===== config.mk =====
export PLATFORM = sky130hd
export DESIGN_NAME = clkdiv_banks
export DESIGN_NICKNAME = d
export VERILOG_FILES = /design/src/rtl/clkdiv_pkg.sv /design/src/rtl/clkdiv_ctrl.sv /design/src/rtl/clkdiv_counter.sv /design/src/rtl/clkdiv_datapath.sv /design/src/rtl/clkdiv_banks.sv
export SDC_FILE = /design/constraint.sdc
export NUM_CORES = 1
export LEC_CHECK = 0
export BUFFER_PORTS_ARGS = -buffer_cell sky130_fd_sc_hd__buf_2
export CAP_MARGIN = 25
export CORE_MARGIN = 8
export CORE_UTILIZATION = 46
export DETAILED_ROUTE_END_ITERATION = 10
export GPL_ROUTABILITY_DRIVEN = 0
export GPL_TIMING_DRIVEN = 0
export PLACE_DENSITY = 0.67
export SYNTH_ARGS = -nofsm -noshare
export SYNTH_HDL_FRONTEND = slang
export SYNTH_SLANG_ARGS = --single-unit

===== constraint.sdc =====
create_clock -name clk -period 5.5 [get_ports clk]
set_input_delay 0.825 -clock clk [delete_from_list [all_inputs] [get_ports clk]]
set_output_delay 0.825 -clock clk [all_outputs]
set_load 0.01 [all_outputs]

===== src/rtl/clkdiv_pkg.sv =====
package clkdiv_pkg;

  typedef struct packed {
    logic tick;    // dividers advance on this cycle
    logic clear;   // hold dividers in reset
    logic enable;  // outputs driven
  } divStrobe_t;

  localparam int unsigned NUM_DIV = 4;

  function automatic int unsigned ratioOfA(input logic [1:0] code);
    case (code)
      2'd0: return 4;
      2'd1: return 6;
      2'd2: return 8;
      default: return 12;
    endcase
  endfunction

  function automatic int unsigned ratioOfB(input logic [1:0] code);
    case (code)
      2'd0: return 4;
      2'd1: return 6;
      2'd2: return 8;
      default: return 10;
    endcase
  endfunction

  function automatic int unsigned ratioOfC(input logic [1:0] code);
    return 2 * (int'(code) + 1);
  endfunction

  function automatic int unsigned ratioOfFb(input logic [2:0] code);
    case (code)
      3'd0: return 4;
      3'd1: return 6;
      3'd2: return 8;
      3'd3: return 10;
      3'd4: return 8;
      3'd5: return 12;
      3'd6: return 16;
      default: return 20;
    endcase
  endfunction

endpackage


===== src/rtl/clkdiv_ctrl.sv =====
module clkdiv_ctrl
  import clkdiv_pkg::*;
(
  input  logic       clk,
  input  logic       rstMaster,
  input  logic       fullRate,
  output divStrobe_t strobe
);

  logic preTog;
  logic enReg;

  always_ff @(posedge clk) begin
    if (rstMaster) begin
      preTog <= 1'b0;
      enReg  <= 1'b0;
    end else begin
      preTog <= ~preTog;
      enReg  <= 1'b1;
    end
  end

  always_comb begin
    strobe.clear  = rstMaster;
    strobe.tick   = !rstMaster && (fullRate || preTog);
    strobe.enable = enReg;
  end

  // at half rate two advance steps never follow each other
  a_r5_half_rate: assert property (@(posedge clk) disable iff (rstMaster)
    (!fullRate && strobe.tick) |=> (fullRate || !strobe.tick));

  // the enable flag is low on the cycle after reset is seen
  a_r6_enable_off: assert property (@(posedge clk)
    rstMaster |=> !strobe.enable);

endmodule


===== src/rtl/clkdiv_counter.sv =====
module clkdiv_counter
  import clkdiv_pkg::*;
#(
  parameter int CNT_W = 5
) (
  input  logic             clk,
  input  divStrobe_t       strobe,
  input  logic [CNT_W-1:0] ratioSel,
  output logic             q
);

  localparam logic [CNT_W-1:0] ONE = CNT_W'(1);

  logic [CNT_W-1:0] cnt;
  logic [CNT_W-1:0] ratioReg;
  logic [CNT_W-1:0] nextCnt;
  logic             active;
  logic             wrap;

  always_comb begin
    nextCnt = cnt + ONE;
    wrap    = !active || (cnt == ratioReg - ONE);
  end

  always_ff @(posedge clk) begin
    if (strobe.clear) begin
      cnt      <= '0;
      ratioReg <= '0;
      active   <= 1'b0;
      q        <= 1'b0;
    end else if (strobe.tick) begin
      if (wrap) begin
        cnt      <= '0;
        ratioReg <= ratioSel;
        active   <= 1'b1;
        q        <= 1'b1;
      end else begin
        cnt <= nextCnt;
        q   <= (nextCnt < (ratioReg >> 1));
      end
    end
  end

  // the ratio in use is kept until the period completes
  a_r8_ratio_hold: assert property (@(posedge clk) disable iff (strobe.clear)
    (active && !wrap) |=> (ratioReg == $past(ratioReg)));

  // each period starts with the clock high
  a_r9_rise_at_wrap: assert property (@(posedge clk) disable iff (strobe.clear)
    (strobe.tick && wrap) |=> q);

  // reset clears the divider state
  a_r6_reset_clears: assert property (@(posedge clk)
    strobe.clear |=> (!q && !active));

endmodule


===== src/rtl/clkdiv_datapath.sv =====
module clkdiv_datapath
  import clkdiv_pkg::*;
#(
  parameter int CNT_W = 5
) (
  input  logic        clk,
  input  divStrobe_t  strobe,
  input  logic [1:0]  selA,
  input  logic [1:0]  selB,
  input  logic [1:0]  selC,
  input  logic [2:0]  selFb,
  input  logic        invC,
  output logic [3:0]  bankA,
  output logic [3:0]  bankB,
  output logic [3:0]  bankC,
  output logic        fbClk,
  output logic [12:0] outEn
);

  logic [CNT_W-1:0] ratioVec [NUM_DIV];
  logic [NUM_DIV-1:0] qVec;

  always_comb begin
    ratioVec[0] = CNT_W'(ratioOfA(selA));
    ratioVec[1] = CNT_W'(ratioOfB(selB));
    ratioVec[2] = CNT_W'(ratioOfC(selC));
    ratioVec[3] = CNT_W'(ratioOfFb(selFb));
  end

  for (genvar g = 0; g < NUM_DIV; g++) begin : gDiv
    clkdiv_counter #(.CNT_W(CNT_W)) uDiv (
      .clk      (clk),
      .strobe   (strobe),
      .ratioSel (ratioVec[g]),
      .q        (qVec[g])
    );
  end

  logic cInv;
  always_comb begin
    cInv  = qVec[2] ^ invC;
    bankA = strobe.enable ? {4{qVec[0]}} : 4'b0;
    bankB = strobe.enable ? {4{qVec[1]}} : 4'b0;
    bankC = strobe.enable ? {cInv, cInv, qVec[2], qVec[2]} : 4'b0;
    fbClk = strobe.enable & qVec[3];
    outEn = {13{strobe.enable}};
  end

  // inverted copies differ from the plain ones when inversion is on
  a_r7_invert: assert property (@(posedge clk) disable iff (strobe.clear)
    (strobe.enable && invC) |-> (bankC[2] != bankC[0] && bankC[3] != bankC[1]));

endmodule


===== src/rtl/clkdiv_banks.sv =====
module clkdiv_banks
  import clkdiv_pkg::*;
#(
  parameter int CNT_W = 5
) (
  input  logic        clk,
  input  logic        rstMaster,
  input  logic        fullRate,
  input  logic [1:0]  selA,
  input  logic [1:0]  selB,
  input  logic [1:0]  selC,
  input  logic [2:0]  selFb,
  input  logic        invC,
  output logic [3:0]  bankA,
  output logic [3:0]  bankB,
  output logic [3:0]  bankC,
  output logic        fbClk,
  output logic [12:0] outEn
);

  divStrobe_t strobe;

  clkdiv_ctrl uCtrl (
    .clk       (clk),
    .rstMaster (rstMaster),
    .fullRate  (fullRate),
    .strobe    (strobe)
  );

  clkdiv_datapath #(.CNT_W(CNT_W)) uPath (
    .clk    (clk),
    .strobe (strobe),
    .selA   (selA),
    .selB   (selB),
    .selC   (selC),
    .selFb  (selFb),
    .invC   (invC),
    .bankA  (bankA),
    .bankB  (bankB),
    .bankC  (bankC),
    .fbClk  (fbClk),
    .outEn  (outEn)
  );

endmodule


# Word-level counts from Yosys, hierarchy flattened
# Index checks and enable logic that the tools add are counted.
[op_classes]
addsub = 9
multipliers = 0
n_div = 0
order_cmp = 4
n_eq_ne = 14
shifts = 0
muxes = 15
n_bitwise = 3
n_reduce_logical = 19
[op_table]
columns = ["operator", "count"]
rows = [
  ["case mux 5 bit (6 select lines)", 1],
  ["case mux 4 bit (3 select lines)", 2],
  ["adder 5 x 1 -> 5 bit, second input constant", 4],
  ["== test 5 bit", 4],
  ["less-than comparator 5 x 4 -> 1 bit", 4],
  ["two-way mux 5 bit", 4],
  ["subtractor 5 x 1 -> 5 bit, second input constant", 4],
  ["two-way mux 4 bit", 3],
  ["== test 3 bit, second input constant", 3],
  ["AND reduction 2 bit", 4],
  ["== test 3 x 2 -> 1 bit, second input constant", 2],
  ["zero test 1 bit", 5],
  ["logical OR 1 bit", 5],
  ["two-way mux 1 bit", 5],
  ["== test 2 x 1 -> 1 bit, second input constant", 2],
  ["== test 2 bit, second input constant", 2],
  ["zero test 2 bit", 2],
  ["adder 2 x 1 -> 3 bit, second input constant", 1],
  ["== test 3 x 1 -> 1 bit, second input constant", 1],
  ["zero test 3 bit", 1],
  ["OR reduction 2 bit", 1],
  ["bitwise AND 1 bit", 1],
  ["logical AND 1 bit", 1],
  ["NOT 1 bit", 1],
  ["bitwise XOR 1 bit", 1],
]
[totals]
reg_bits = 49
latch_bits = 0
mem_bits_rw = 0
romBits = 0
input_bits = 13
out_inout_bits = 26
elab_cells = 82
memories = 0

# Longest topological paths before layout
[depth]
word_depth = 4
depth_mapped = 8
depth_no_buf = 7

# Modules after synthesis
# Synthesis repeated with hierarchy kept, for this count alone.
[unflattened]
hier_cells = 399
area_unflattened_um2 = 3587.2
[by_module_without_submodules]
columns = ["mod", "instances", "cells_per_inst", "area_per_inst_um2", "seq_area_each_um2"]
rows = [
  ["clkdiv_counter", 4, 88, 809.5, 240.2],
  ["clkdiv_datapath", 1, 40, 276.5, 0.0],
  ["clkdiv_ctrl", 1, 7, 72.6, 40.0],
]

# Worst setup path after synthesis
# No wires, ideal clock.
[synth_timing]
kind = "input-to-output"
startpoint = "in invC"
endpoint = "out bankC[3]"
arrival_time_ps = 1281
t_required_ps = 4675
slack_ps = 3394
stages = 3
path_buffers = 1
path_cell_list = "xor2_1 and2_1 buf_4"
[synth_via]
elab_chain_cells = 2
[synth_lines]
columns = ["item", "line_no", "rtl"]
rows = [
  ["start: declaration", "clkdiv_banks.sv:13", "input logic invC,"],
  ["bitwise XOR 1 bit", "clkdiv_datapath.sv:41", "cInv = qVec[2] ^ invC;"],
  ["two-way mux 4 bit", "clkdiv_datapath.sv:44", "bankC = strobe.enable ? {cInv, cInv, qVec[2], qVec[2]} : 4'b0;"],
  ["end: declaration", "clkdiv_banks.sv:16", "output logic [3:0] bankC,"],
]
# No other way between the ends.

# Final worst setup path
# Ends and elaborated chain as after synthesis.

==> results.py <==
metrics = {
    "setup_path": {
        "crit_required_ns": 4.68,
        "startpoint": "invC",
        "cpLargestDelayFamily": "buffers and inverters",
        "cp_cell_sequence": "buf_2, xor2_1, and2_1, buf_4, buf_2",
        "worstRegToRegCells": 8,
        "cp-end-kind": "output port",
        "cp_max_fo": 2,
        "cp.arrival_ns": 1.46,
        "crit_slowest_cell": "and2_1",
        "path_class": "primary input to output port",
        "r2r_slack_ns": 3.46,
        "critPathMostFrequentCell": "buf_2",
        "r2r_start": "uPath.gDiv[0].uDiv.ratioReg[1]$_SDFFE_PP0P_",
        "slowest_delay_ns": 0.16,
        "crit_buf_inv": 3,
        "startpoint_type": "primary input",
        "r2r-end": "uPath.gDiv[0].uDiv.ratioReg[1]$_SDFFE_PP0P_",
    },
    "place": {
        "port_buffers": 38,
        "dp_hpwl_mm": 4.260,
        "dp_slack_ns": 2.977,
    },
    "detailed_routing": {
        "routedWlPerCell_um": 13.24,
        "drt-total-wl_mm": 5.735,
        "firstDrtPassIters": 4,
        "routed-via-count": 2277,
        "drtIter0Drc": 72,
        "drtAntennaViolNets": 0,
        "viasPerCell": 5.259,
        "drc": 0,
    },
    "logic_synthesis": {
        "ys_ff_latch": 43,
        "synth-seq-area-share_pct": 32.50,
        "synth_top_area_share_pct": 32.50,
        "synth-edff-count": 0,
        "synthArstFlopShare_pct": 0,
        "syn_nets": 347,
        "syn_area_mm2": 0.002649,
        "synthFlopType": "dfxtp_1",
        "synth_area_leader_cell": "dfxtp_1",
        "synth_warnings": 0,
        "yosys.cell_types.count": 49,
        "postSynthAreaPerCell_um2": 8.382,
        "syn_inst": 316,
        "synth_area_leaders": "dfxtp_1 32%, ha_1 8.5%, xor2_1 6.9%",
    },
    "global_routing": {
        "grt_start_max_net_pins": 19,
        "grt_pass1_wl_mm": 9.977,
        "antenna_found_initial": 0,
        "grt_pass1_vias": 2199,
        "track_usage_pct": 14.06,
        "globalRouteOverflowTotal": 0,
    },
    "pwr": {
        "intPower_w": 0.0004995,
        "ir_worst_vdd_uv": 139.8,
        "netSwitchingFraction_pct": 29.09,
        "p_switching_w": 0.0002049,
        "p_seq_share_pct": 49.0,
        "p_per_area_mw_per_mm2": 233.5,
        "p_clk_share_pct": 29.1,
        "comb_power_share_pct": 21.9,
        "p_leak_nw": 1.335,
    },
    "clock_network": {
        "htree_num_levels": 2,
        "holdBufCountCts": 0,
        "path_clk_slew_ns": 0.07,
        "worstSkewPairLatency_ns": 0.30,
        "cts_setup_buffers": 0,
        "cts_tree": "yes",
        "clk_path_buf_depth": 2,
        "cts_sinks": 43,
        "root_buffer": "clkbuf_8",
        "cts_buffers": 5,
        "ctsResizeCount": 0,
    },
    "timing": {
        "hold_violations": 0,
        "worst_pin_slew_ns": 0.5759,
        "setup_tns_ns": 0,
        "drv_slew": 0,
        "max_freq_mhz": 437.5,
        "setup_viol": 0,
        "max_slew_margin_pct": 61.61,
        "finalCritPeriodShare_pct": 41.56,
        "setup_slack_ns": 3.214,
        "skew_ns": 0.007109,
        "period_minus_slack_ns": 2.286,
        "grt_setup_unrepaired": "false",
    },
    "die": {
        "initial_core_util_pct": 47.81,
        "rows": 27,
        "coreArea_mm2": 0.005540,
        "die_height_um": 91.89,
        "dieArea_mm2": 0.008443,
        "die_w_um": 91.89,
        "pin_count": 39,
    },
    "final_layout": {
        "drive_above_1_share_pct": 22.16,
        "num_antenna_cells": 0,
        "syn_to_final_growth_pct": 13.89,
        "nFillCells": 532,
        "nNetsFinal": 392,
    },
    "hold_path": {
        "min_to": "uCtrl.preTog$_SDFF_PP0_",
        "hp-class": "flop to flop",
        "hp-start": "uCtrl.preTog$_SDFF_PP0_",
        "whs_path_depth": 1,
    },
    "run": {
        "maxCapViolations": 0,
    },
    "outcome": {
        "status": "finished, final reports clean",
    },
}
cells by family (layout without fill, tap and decap cells):
group                      Yosys count  in the layout  synth area share (%)
xor gates and xnor gates            32             32                 11.10
muxes                                4              4                 1.606
buffers and inverters               60            105                 12.33
DFF                                 43             43                 32.50
AOI/OAI and AO/OA                   63             63                 15.97
and+or+nand+nor                     96             96                 18.00
adders and majority gates           18             18                 8.503
through the flow:
stage	util (%)	instances	power [W]	instance area, µm²	hold WS (ns)
floorplan	-	316	0.0004615	2649	0.3929
finish	54.45	433	0.0007045	3017	0.4267
global route	54.45	433	0.0007491	3017	0.4467
global placement	52.87	426	0.0005034	2929	0.4028
CTS	54.45	433	0.0007148	3017	0.4300
detailed placement	52.87	426	0.0005063	2929	0.4125
worst max path at each step:
stage,depth (start not counted),end
floorplan,3,bankC[3]
global placement,6,uPath.gDiv[1].uDiv.cnt[1]$_SDFFE_PP0P_
detailed placement,6,uPath.gDiv[2].uDiv.cnt[1]$_SDFFE_PP0P_
CTS,5,bankC[3]
global route,3,bankB[1]
finish,5,bankC[3]
cell type report:
| class | instances | area [µm²] | area share, % |
|---|---|---|---|
| inverter | 21 | 78.83 | 2.613 |
| clock inverter | 1 | 5.005 | 0.1659 |
| tap | 72 | 90.09 | 2.986 |
| timing repair buffer | 38 | 190.2 | 6.304 |
| clock buffer | 6 | 82.58 | 2.737 |
| multi-input combinational | 213 | 1461 | 48.44 |
| buffer | 39 | 247.7 | 8.212 |
| sequential | 43 | 860.8 | 28.54 |
power by group through the flow:
stage / registers [W] / clock network (W) / logic (W)
2_1_floorplan: 0.000347 / 0 / 0.000114
3_3_place_gp: 0.000352 / 0 / 0.000152
3_5_place_dp: 0.000352 / 0 / 0.000154
4_1_cts: 0.000345 / 0.000214 / 0.000156
5_1_grt: 0.000348 / 0.000226 / 0.000174
6_report: 0.000345 / 0.000205 / 0.000154
cell usage in the layout, fill, tap and decap left out, types with 2 or more instances in the layout:
master and count:
a31o_2 2, mux2i_1 2, a32oi_1 4, o21a_1 2
o31ai_1 4, nand2b_1 3, nor2_1 22, inv_1 20
or3_1 2, xnor2_1 10, a21oi_1 15, buf_6 2
dfxtp_1 43, a31oi_1 5, and3_1 3, o211ai_1 4
clkbuf_8 6, buf_4 22, a211oi_1 4, nand3_1 15
nand2_1 16, a21o_1 2, and2_1 6, nor3_1 18
nand4_1 5, buf_2 40, clkbuf_1 10, xor2_1 21
buf_1 2, mux2_2 2, o22ai_1 4, ha_1 18
o21ai_0 9
cell usage after synthesis (all sizes together) (2+ instances only):
cell type and n:
mux2 2, a21oi 15, dfxtp 43, ha 18, mux2i 2, a211oi 5, or3 2, o211ai 4
nand2 16, o21a 2, a21o 2, a32oi 4, a31oi 5, nor3 18, nand4 5, and2 6
xnor2 10, o31ai 4, a31o 2, nand2b 3, and3 3, buf 28, clkbuf 11, xor2 21
nor2 22, nand3 15, inv 20, o21ai 10, o22ai 4, nor4 2
worst register-to-register path: cells and delay by family, from the launching register on:
kind                     cells  cell delay, ns
AO/OA/AOI/OAI                2            0.19
XOR/XNOR                     1            0.12
adder cells (fa/ha/maj)      1            0.31
buffers and inverters        2            0.26
flip-flops                   1            0.42
AND/OR/NAND/NOR              2            0.64
routing by layer:
| metal | part of all wire (%) | wire [µm] | GRT usage [%] |
|---|---|---|---|
| met1 | 47 | 2675 | 16.37 |
| met2 | 45 | 2561 | 23.24 |
| met3 | 7.1 | 410 | 4.482 |
| met5 | 0 | 0 | 0 |
| met4 | 1.5 | 88 | 5.906 |
registers in the layout (all words and copies together), names as in the netlist:
signal / flops
uCtrl.enReg: 1
uPath.gDiv.uDiv.q: 4
uPath.gDiv.uDiv.cnt: 20
uPath.gDiv.uDiv.ratioReg: 13
uCtrl.preTog: 1
uPath.gDiv.uDiv.active: 4
No activity file was read; power rests on OpenSTA's default activity.
